[config.mk]
export PLATFORM = sky130hd
export DESIGN_NAME = tcam_route_lookup
export DESIGN_NICKNAME = d
export VERILOG_FILES = /design/src/rtl/tcam_pkg.sv /design/src/rtl/tcam_entry_array.sv /design/src/rtl/tcam_low_pick.sv /design/src/rtl/tcam_route_lookup.sv
export SDC_FILE = /design/constraint.sdc
export NUM_CORES = 2
export LEC_CHECK = 0
export ABC_CLOCK_PERIOD_IN_PS = 7800
export BUFFER_PORTS_ARGS = -buffer_cell sky130_fd_sc_hd__buf_2
export CAP_MARGIN = 20
export CORE_AREA = 8 8 407 329
export DETAILED_ROUTE_END_ITERATION = 7
export DIE_AREA = 0 0 415 337
export GPL_TIMING_DRIVEN = 0
export PLACE_DENSITY = 0.63
export SLEW_MARGIN = 30
export SYNTH_ARGS = -nofsm -noshare
export SYNTH_HDL_FRONTEND = slang
export SYNTH_SLANG_ARGS = --single-unit
[constraint.sdc]
create_clock -name clk -period 7.8 [get_ports clk]
set_clock_uncertainty 0.1 [all_clocks]
set_input_delay 1.17 -clock clk [delete_from_list [all_inputs] [get_ports clk]]
set_output_delay 1.17 -clock clk [all_outputs]
set_load 0.05 [all_outputs]
[src/rtl/tcam_pkg.sv]
package tcam_pkg;
    typedef enum logic [1:0] {
        ST_IDLE   = 2'd0,
        ST_RELOAD = 2'd1,
        ST_PSRCH  = 2'd2,
        ST_FINISH = 2'd3
    } lookup_state_t;

    localparam logic MODE_ORDERED = 1'b0;
    localparam logic MODE_LENPRIO = 1'b1;
endpackage

[src/rtl/tcam_entry_array.sv]
module tcam_entry_array #(
    parameter int ENTRIES = 16,
    parameter int KEY_W   = 32,
    parameter int HOP_W   = 8,
    parameter int LEN_W   = 6,
    parameter int IDX_W   = 4
) (
    input  logic               clk,
    input  logic               rst_n,
    input  logic               clr_all,
    input  logic               wr_fire,
    input  logic [IDX_W-1:0]   wr_idx,
    input  logic               wr_valid,
    input  logic [KEY_W-1:0]   wr_prefix,
    input  logic [LEN_W-1:0]   wr_len,
    input  logic [HOP_W-1:0]   wr_hop,
    input  logic [KEY_W-1:0]   cmp_key,
    input  logic [LEN_W-1:0]   thr,
    output logic [ENTRIES-1:0] match_vec,
    output logic [ENTRIES-1:0] ge_vec,
    output logic [ENTRIES-1:0] eq_vec,
    input  logic [IDX_W-1:0]   rd_idx,
    output logic [HOP_W-1:0]   rd_hop
);
    localparam logic [LEN_W-1:0] MAX_LEN = LEN_W'(KEY_W);

    logic [LEN_W-1:0] len_clamped;
    logic [KEY_W-1:0] care_new;
    logic [HOP_W-1:0] hop_mem [ENTRIES];

    always_comb begin
        len_clamped = (wr_len > MAX_LEN) ? MAX_LEN : wr_len;
        care_new    = ~({KEY_W{1'b1}} >> len_clamped);
    end

    for (genvar g = 0; g < ENTRIES; g++) begin : g_ent
        logic             vld_q;
        logic [KEY_W-1:0] val_q;
        logic [KEY_W-1:0] care_q;
        logic [LEN_W-1:0] len_q;
        logic [HOP_W-1:0] hop_q;

        always_ff @(posedge clk or negedge rst_n) begin
            if (!rst_n) begin
                vld_q  <= 1'b0;
                val_q  <= '0;
                care_q <= '0;
                len_q  <= '0;
                hop_q  <= '0;
            end else if (clr_all) begin
                vld_q <= 1'b0;
            end else if (wr_fire && wr_idx == IDX_W'(g)) begin
                vld_q  <= wr_valid;
                val_q  <= wr_prefix & care_new;
                care_q <= care_new;
                len_q  <= len_clamped;
                hop_q  <= wr_hop;
            end
        end

        assign match_vec[g] = vld_q && (((cmp_key ^ val_q) & care_q) == '0);
        assign ge_vec[g]    = match_vec[g] && (len_q >= thr);
        assign eq_vec[g]    = match_vec[g] && (len_q == thr);
        assign hop_mem[g]   = hop_q;
    end

    assign rd_hop = hop_mem[rd_idx];
endmodule

[src/rtl/tcam_low_pick.sv]
module tcam_low_pick #(
    parameter int N     = 16,
    parameter int IDX_W = 4
) (
    input  logic [N-1:0]     req,
    output logic             found,
    output logic [IDX_W-1:0] idx
);
    always_comb begin
        idx = '0;
        for (int i = N - 1; i >= 0; i--) begin
            if (req[i]) idx = IDX_W'(i);
        end
        found = |req;
    end
endmodule

[src/rtl/tcam_route_lookup.sv]
module tcam_route_lookup
    import tcam_pkg::*;
#(
    parameter int ENTRIES = 16,
    parameter int KEY_W   = 32,
    parameter int HOP_W   = 8,
    localparam int IDX_W  = $clog2(ENTRIES),
    localparam int LEN_W  = $clog2(KEY_W + 1)
) (
    input  logic             clk,
    input  logic             rst_n,
    input  logic             mode,
    input  logic             reload_req,
    input  logic             reload_done,
    input  logic             wr_en,
    input  logic [IDX_W-1:0] wr_idx,
    input  logic             wr_valid,
    input  logic [KEY_W-1:0] wr_prefix,
    input  logic [LEN_W-1:0] wr_len,
    input  logic [HOP_W-1:0] wr_hop,
    input  logic             srch_valid,
    input  logic [KEY_W-1:0] srch_key,
    output logic             busy,
    output logic             res_valid,
    output logic             res_hit,
    output logic [IDX_W-1:0] res_idx,
    output logic [HOP_W-1:0] res_hop
);
    localparam int STEP_W = $clog2(LEN_W) + 1;
    localparam logic [STEP_W-1:0] LAST_STEP = STEP_W'(LEN_W - 1);
    localparam logic [LEN_W-1:0]  MAX_LEN   = LEN_W'(KEY_W);

    lookup_state_t state_q, state_d;

    logic [KEY_W-1:0]   key_q;
    logic [LEN_W-1:0]   lo_q, hi_q, mid;
    logic [STEP_W-1:0]  step_q;
    logic               acc_ord, acc_pri, reload_go, wr_fire;
    logic [KEY_W-1:0]   cmp_key;
    logic [LEN_W-1:0]   thr;
    logic [ENTRIES-1:0] match_vec, ge_vec, eq_vec, pick_req;
    logic               pick_found;
    logic [IDX_W-1:0]   pick_idx;
    logic [HOP_W-1:0]   pick_hop;

    // request decode in IDLE; reload wins over a same-cycle ordered lookup
    assign reload_go = (state_q == ST_IDLE) && mode == MODE_ORDERED && reload_req;
    assign acc_ord   = (state_q == ST_IDLE) && mode == MODE_ORDERED && srch_valid && !reload_req;
    assign acc_pri   = (state_q == ST_IDLE) && mode == MODE_LENPRIO && srch_valid;
    assign wr_fire   = wr_en && ((state_q == ST_RELOAD) ||
                                 (state_q == ST_IDLE && mode == MODE_LENPRIO));
    assign busy      = (state_q != ST_IDLE);

    assign mid      = lo_q + ((hi_q - lo_q + LEN_W'(1)) >> 1);
    assign cmp_key  = (state_q == ST_IDLE) ? srch_key : key_q;
    assign thr      = (state_q == ST_FINISH) ? lo_q : mid;
    assign pick_req = (state_q == ST_FINISH) ? eq_vec : match_vec;

    tcam_entry_array #(
        .ENTRIES(ENTRIES), .KEY_W(KEY_W), .HOP_W(HOP_W), .LEN_W(LEN_W), .IDX_W(IDX_W)
    ) array_i (
        .clk(clk), .rst_n(rst_n), .clr_all(reload_go), .wr_fire(wr_fire),
        .wr_idx(wr_idx), .wr_valid(wr_valid), .wr_prefix(wr_prefix),
        .wr_len(wr_len), .wr_hop(wr_hop), .cmp_key(cmp_key), .thr(thr),
        .match_vec(match_vec), .ge_vec(ge_vec), .eq_vec(eq_vec),
        .rd_idx(pick_idx), .rd_hop(pick_hop)
    );

    tcam_low_pick #(.N(ENTRIES), .IDX_W(IDX_W)) pick_i (
        .req(pick_req), .found(pick_found), .idx(pick_idx)
    );

    // next-state logic
    always_comb begin
        state_d = state_q;
        unique case (state_q)
            ST_IDLE: begin
                if (reload_go)    state_d = ST_RELOAD;
                else if (acc_pri) state_d = ST_PSRCH;
            end
            ST_RELOAD: if (reload_done) state_d = ST_IDLE;
            ST_PSRCH:  if (step_q == LAST_STEP) state_d = ST_FINISH;
            ST_FINISH: state_d = ST_IDLE;
            default:   state_d = ST_IDLE;
        endcase
    end

    // state register
    always_ff @(posedge clk or negedge rst_n) begin
        if (!rst_n) state_q <= ST_IDLE;
        else        state_q <= state_d;
    end

    // length binary-search datapath
    always_ff @(posedge clk or negedge rst_n) begin
        if (!rst_n) begin
            key_q  <= '0;
            lo_q   <= '0;
            hi_q   <= '0;
            step_q <= '0;
        end else if (acc_pri) begin
            key_q  <= srch_key;
            lo_q   <= '0;
            hi_q   <= MAX_LEN;
            step_q <= '0;
        end else if (state_q == ST_PSRCH) begin
            step_q <= step_q + STEP_W'(1);
            if (lo_q < hi_q) begin
                if (|ge_vec) lo_q <= mid;
                else         hi_q <= mid - LEN_W'(1);
            end
        end
    end

    // result outputs
    always_ff @(posedge clk or negedge rst_n) begin
        if (!rst_n) begin
            res_valid <= 1'b0;
            res_hit   <= 1'b0;
            res_idx   <= '0;
            res_hop   <= '0;
        end else begin
            res_valid <= 1'b0;
            if (acc_ord || state_q == ST_FINISH) begin
                res_valid <= 1'b1;
                res_hit   <= pick_found;
                res_idx   <= pick_found ? pick_idx : '0;
                res_hop   <= pick_found ? pick_hop : '0;
            end
        end
    end
endmodule

* After elaboration in Yosys (flattened, before gate mapping)
Cells that the tools add are included.
** Storage, ports and cells
- Register bits :: 1328
- Latch bits :: 0
- Memories :: 0
- Memory bits (read-only) :: 0
- Logic and storage cells :: 396
- Input port bits :: 90
- Memory bits (writable) :: 0
- Output and inout bits :: 15
** Cells by class
- Divide/modulo/power cells :: 0
- Multiply operators :: 0
- Reductions and logical operators :: 133
- $add $sub $neg :: 5
- Equality and inequality tests :: 39
- Multiplexer cells :: 73
- Shifts and indexed selects :: 1
- Bitwise operators :: 37
- $lt $le $gt $ge :: 19
** Operator list (count)
- $and A32 B32 Y32 :: 17
- $logic_not A32 Y1 :: 16
- $xor A32 B32 Y32 :: 16
- $eq A6 B6 Y1 :: 16
- $ge A6 B6 Y1 :: 16
- $mux W4 :: 19
- $logic_and A1 B1 Y1 :: 71
- $mux W6 :: 10
- $reduce_bool A2 Y1 :: 20
- $mux W1 :: 33
- $bmux W8 S4 :: 1
- $eq A4 B4 Y1 const B :: 8
- $mux W32 :: 1
- $not A32 Y32 :: 1
- $reduce_and A2 Y1 :: 16
- $reduce_or A16 Y1 :: 2
- $shr A32 B6 Y32 const A :: 1
- $mux W8 :: 3
- $eq A4 B3 Y1 const B :: 5
- $mux W16 :: 1
- $reduce_and A3 Y1 :: 3
- $eq A4 B2 Y1 const B :: 2
- $mux W2 :: 4
- $pmux W2 S4 :: 1
- other kinds (19) :: 24

* Depth between registers and ports, before layout
- Word-level depth :: 29
- Gate-level depth with buffers :: 28
- Mapped depth without buffers :: 26

* Hierarchy
A second synthesis with hierarchy kept.
** Unflattened totals
- Cells, all modules :: 5759
- Area, all modules :: 59871.2 um^2
** Modules (own cells, without submodules)
- tcam_entry_array :: cells an instance 5370, area each 55847.3 um^2, instances 1
- tcam_route_lookup :: cells an instance 355, area each 3847.4 um^2, instances 1
- tcam_low_pick :: cells an instance 34, area each 176.4 um^2, instances 1

* Worst setup path before layout
OpenSTA, ideal clock, no wires.
- Kind :: flip-flop to flip-flop
- From :: register lo_q[1]
- To :: register res_hop[6]
- Slack :: 1.518 ns
- Data required time :: 7.582 ns
- Data arrival time :: 6.064 ns
- Period minus slack after synthesis :: 6.282 ns
- Stages on the path, launching flop included :: 26
- Library setup time :: 0.118 ns
- Cells stage by stage :: dfrtp_1 ha_1 inv_1 ha_1 fa_1 xor2_1 ha_1 a21oi_1 o21bai_1 a21oi_1 xor2_1 nor2_1 a21oi_1 ha_1 nand4_1 o21ai_0 nor4bb_1 nand4_1 a21boi_2 a2111oi_4 a21o_4 buf_6 mux2_1 o22ai_1 a211oi_1 a21o_1
** Between the ends
- Word-level cells in the longest chain between the ends :: 28
** Ends and longest elaborated chain
- start: declaration :: line tcam_route_lookup.sv:36 : logic [LEN_W-1:0] lo_q, hi_q, mid;
- start signal: assignment :: line tcam_route_lookup.sv:109 : if (|ge_vec) lo_q <= mid;
- $sub A6 B6 Y6 :: line tcam_route_lookup.sv:54 : assign mid = lo_q + ((hi_q - lo_q + LEN_W'(1)) >> 1);
- $add A6 B1 Y6 :: line tcam_route_lookup.sv:54
- $add A6 B5 Y6 :: line tcam_route_lookup.sv:54
- $mux W6 * :: line tcam_route_lookup.sv:56 : assign thr = (state_q == ST_FINISH) ? lo_q : mid;
- $eq A6 B6 Y1 :: line tcam_entry_array.sv:63 : assign eq_vec[g] = match_vec[g] && (len_q == thr);
- $logic_and A1 B1 Y1 :: line tcam_entry_array.sv:63
- $mux W16 * :: line tcam_route_lookup.sv:57 : assign pick_req = (state_q == ST_FINISH) ? eq_vec : match_vec;
- $mux W4 (16 in a row) :: line tcam_low_pick.sv:12 : if (req[i]) idx = IDX_W'(i);
- $not A4 Y5 (implied by the code) :: line tcam_entry_array.sv:67 : assign rd_hop = hop_mem[rd_idx];
- $bmux W8 S4 :: line tcam_entry_array.sv:67
- $mux W8 (implied by the code) (2 in a row) :: line tcam_entry_array.sv:67
- $mux W8 * :: line tcam_route_lookup.sv:128 : res_hop <= pick_found ? pick_hop : '0;
- end signal: assignment :: line tcam_route_lookup.sv:128
- end: declaration :: line tcam_route_lookup.sv:27 : output logic [HOP_W-1:0] res_hop
Every way passes the cells marked *; elsewhere a longest branch is shown, timed or not. The select of a mux whose other input is x is not followed.
A chain may end at the register's enable or synchronous reset.

* Final worst setup path
- From :: register state_q[0]
- To :: register res_hop[4]
** Between the ends
- Word-level cells in the longest chain between the ends :: 29
** Ends and longest elaborated chain
- start: declaration :: line tcam_route_lookup.sv:33 : lookup_state_t state_q, state_d;
- start signal: assignment :: line tcam_route_lookup.sv:91 : else state_q <= state_d;
- $logic_not A2 Y1 :: line tcam_route_lookup.sv:48, tcam_route_lookup.sv:55
- $mux W32 :: line tcam_route_lookup.sv:55 : assign cmp_key = (state_q == ST_IDLE) ? srch_key : key_q;
- $xor A32 B32 Y32 :: line tcam_entry_array.sv:61 : assign match_vec[g] = vld_q && (((cmp_key ^ val_q) & care_q) == '0);
- $and A32 B32 Y32 :: line tcam_entry_array.sv:61
- $logic_not A32 Y1 :: line tcam_entry_array.sv:61
- $logic_and A1 B1 Y1 :: line tcam_entry_array.sv:61
- $logic_and A1 B1 Y1 :: line tcam_entry_array.sv:63
- $mux W16 :: line tcam_route_lookup.sv:57
- $mux W4 (16 in a row) :: line tcam_low_pick.sv:12
- $not A4 Y5 (implied by the code) :: line tcam_entry_array.sv:67
- $bmux W8 S4 :: line tcam_entry_array.sv:67
- $mux W8 (implied by the code) (2 in a row) :: line tcam_entry_array.sv:67
- $mux W8 :: line tcam_route_lookup.sv:128
Parallel ways exist; a longest one is shown, timed or not. The select of a mux whose other input is x is not followed.

==> results_dict.tcl <==
set metrics [dict create \
    grt.busiest_layer "met2" \
    cts_max_level 4 \
    seqPwrFrac_pct 31.4 \
    timing.slew.headroom_pct 22.2 \
    path_cells "buf_4, buf_6, o21a_1, buf_2, clkbuf_1, o21ai_0, and3b_1, a2111oi_0, nand4_1, nor4_2, o21bai_1, a2111oi_4, a21o_4, buf_4, a211oi_1, a211oi_1, o31ai_1, a21o_1" \
    yosys_warnings 0 \
    area_growth_pct 14.5 \
    drv_cap 0 \
    yosysUniqueCellTypes 94 \
    cp-startpoint "state_q[0]" \
    vias_per_cell 6.63 \
    core-area_sq_mm 0.127 \
    setup_viol 0 \
    crit_arrival_ns 8.17 \
    hold_viol 0 \
    final_cell_area_sq_mm 0.0722 \
    final_common_cell "nand2_1" \
    whs_ns 0.203 \
    met3_usage_pct 16.7 \
    end_kind "flip-flop" \
    p_sw_mw 15.2 \
    cts_tree "done" \
    peakVddDrop_mv 0.547 \
    finalWirelength_mm 313 \
    powerDensity_mw_per_mm2 467 \
    run_status "completed" \
    place_ws_ns -0.173 \
    start_util_pct 49.8 \
    reg2reg_from "state_q[0]" \
    drt_first_pass_iters 6 \
    critPathRequiredTime_ns 8.41 \
    drcViolationCount 0 \
    slew_violations 0 \
    final_cell_mix "nand2_1 (1,423), o21ai_0 (1,318), dfrtp_1 (1,312)" \
    critPathBufInv 5 \
    netlist_area_sq_mm 0.0631 \
    clk_latency_ns 0.81 \
    avgRoutedWirePerCell_um 36.0 \
    cts_buffer_depth 3 \
    cts_buffers 141 \
    avgSynthCellArea_sq_um 9.58 \
    p_sw_share_pct 45.1 \
    antenna_found_initial 51 \
    port_buffers 103 \
    cts_root_buffer "clkbuf_16" \
    place_hpwl_mm 231 \
    synth-async-reset-ratio_pct 100 \
    fp-row-count 117 \
    p_leak_nw 33.0 \
    fin_crit_sh_pct 96.9 \
    critical_path.slowest_cell "nor4_2" \
    vias 57600 \
    die_x_um 415 \
    gr-usage-met1_pct 57.4 \
    synth_edf_count 0 \
    overflow 0 \
    worstMarginPinSlew_ns 1.17 \
    yosysTopAreaCellShare_pct 52.0 \
    place_area_sq_mm 0.0673 \
    synth_flop_cell "dfrtp_1" \
    slowest_delay_ns 0.92 \
    nFillCells 11600 \
    io_pins 105 \
    final_antenna_net_count 0 \
    clkPwrFrac_pct 21.1 \
    seq_area_frac_synth_pct 52.0 \
    cts.sinks 1312 \
    p_comb_share_pct 47.4 \
    place.gp.congestion 1.01 \
    grt_pass1_wl_mm 425 \
    ys_ff_latch 1312 \
    p_int_mw 18.5 \
    max_freq_mhz 132 \
    critPathTopFamily "compound AO/OA/AOI/OAI gates" \
    ys_top_cells_by_area "dfrtp_1 (52%), o21ai_0 (11%), nand2_1 (8.5%)" \
    fin_ws_ns 0.238 \
    grtUsageTotal_pct 43.6 \
    min_path_type "in2async" \
    netlist_instances 6583 \
    clk_pin_slew_ns 0.06 \
    seq_area_sq_mm 0.0328 \
    grt_max_degree 113 \
    setup.worst_path.class "reg2reg" \
    fp.dieArea_sq_mm 0.140 \
    fp.dieH_um 337 \
    path_max_fanout 10 \
    multi_input_area_sq_mm 0.0286 \
    grt_util_met2_pct 59.9 \
    nNetsFinal 7097 \
    drtIter0Drc 8580 \
    grt_pass1_vias 53100 \
    grt_setup_unrepaired "no" \
    cp-start-kind "flip-flop" \
    yosysTopAreaCell "dfrtp_1" \
    fin_crit_ns 7.56 \
    syn_nets 6792 \
    final_layout_size_suffix_gt1_share_pct 11.8 \
]
worst register-to-register path, cell delays in order (launching register included):
cell and delay (ns):
dfrtp_1 0.43, buf_4 0.25, buf_6 0.19, o21a_1 0.12
buf_2 0.49, clkbuf_1 0.82, o21ai_0 0.48, and3b_1 0.31
a2111oi_0 0.87, nand4_1 0.36, nor4_2 0.92, o21bai_1 0.39
a2111oi_4 0.12, a21o_4 0.30, buf_4 0.20, a211oi_1 0.41
a211oi_1 0.13, o31ai_1 0.46, a21o_1 0.14
kinds of logic (layout without fill, tap and decap cells):
family | Yosys count | after routing | share of synthesized area (%)
adder cells (fa/ha/maj) | 119 | 119 | 2.38
AND/OR/NAND/NOR | 2326 | 2326 | 18.0
other | 0 | 33 | 0
buffers and inverters | 542 | 957 | 3.51
XOR/XNOR | 242 | 242 | 3.36
flip-flops | 1312 | 1312 | 52.0
multiplexers | 277 | 277 | 4.84
AO/OA/AOI/OAI | 1765 | 1765 | 15.9
path summary, 6_finish.rpt:
kind	cells past startpoint	to	slack, ns
setup / recovery	18	res_hop[4]	0.24
setup reg to reg	18	res_hop[4]	0.24
hold / removal	1	hi_q[2]	0.20
min in group clk	2	array_i.g_ent[3].care_q[8]	0.37
max in group asynchronous	7	array_i.g_ent[9].val_q[8]	4.02
hold reg to reg	2	array_i.g_ent[3].care_q[8]	0.37
routing by layer:
layer,vias up,routed length [um]
met5,-,179
met2,4168,124000
met4,24,24700
met1,28900,120000
li1,23600,-
met3,976,45000
registers in the layout, indices dropped and copies added (netlist names), 6 cells and up:
name	flops
array_i.g_ent.care_q	512
array_i.g_ent.hop_q	128
array_i.g_ent.len_q	80
array_i.g_ent.val_q	512
array_i.g_ent.vld_q	16
hi_q	6
key_q	32
lo_q	6
res_hop	8
synthesized netlist by cell type (all sizes together) (28+ instances only):
library cell  number
a2111oi           74
a211oi            41
a21oi             79
a22oi             50
and3b            161
buf               83
clkbuf           386
dfrtp           1312
ha               117
inv               73
mux2             154
mux2i            123
nand2           1423
nand2b           125
nand3             37
nand3b            34
nand4             54
nor2             100
nor3             203
nor3b             28
nor4              43
o21a              31
o21ai           1338
xnor2            219
per-stage QoR:
stage	instances	power [mW]	utilization, %	TNS (ns)
after floorplan	6583	18.8	-	0
after global placement	8352	24.2	51.8	-
after detailed placement	8405	25.7	53.0	-0.891
after CTS	8658	32.8	56.8	0
after global routing	8668	34.8	56.9	0
final	8697	33.7	57.0	0
layout make-up:
cell class                 instances  area share (%)
sequential                      1312            45.5
multi-input combinational       4729            39.6
clock buffer                     211            5.93
tap                             1666            2.89
buffer                           469            2.81
timing repair buffer             162            2.18
clock inverter                    42           0.643
inverter                          73           0.383
antenna                           33           0.114
power by group through the flow:
stage / Clock [mW] / Sequential (mW) / Combinational (mW)
after CTS: 7.06 / 10.5 / 15.2
after detailed placement: 0 / 10.6 / 15.1
after global placement: 0 / 10.6 / 13.6
after global routing: 7.31 / 10.8 / 16.7
after floorplan: 0 / 10.2 / 8.58
final: 7.12 / 10.6 / 16.0
what timing repair did:
item / CTS / global route
gates resized for setup: 2 / 1
pin swaps: 0 / 2
hold buffers: 0 / 0
endpoints found under the setup margin: 8 / 8
setup buffers: 0 / 3
Note: power is estimated with default switching activity, not from simulation.
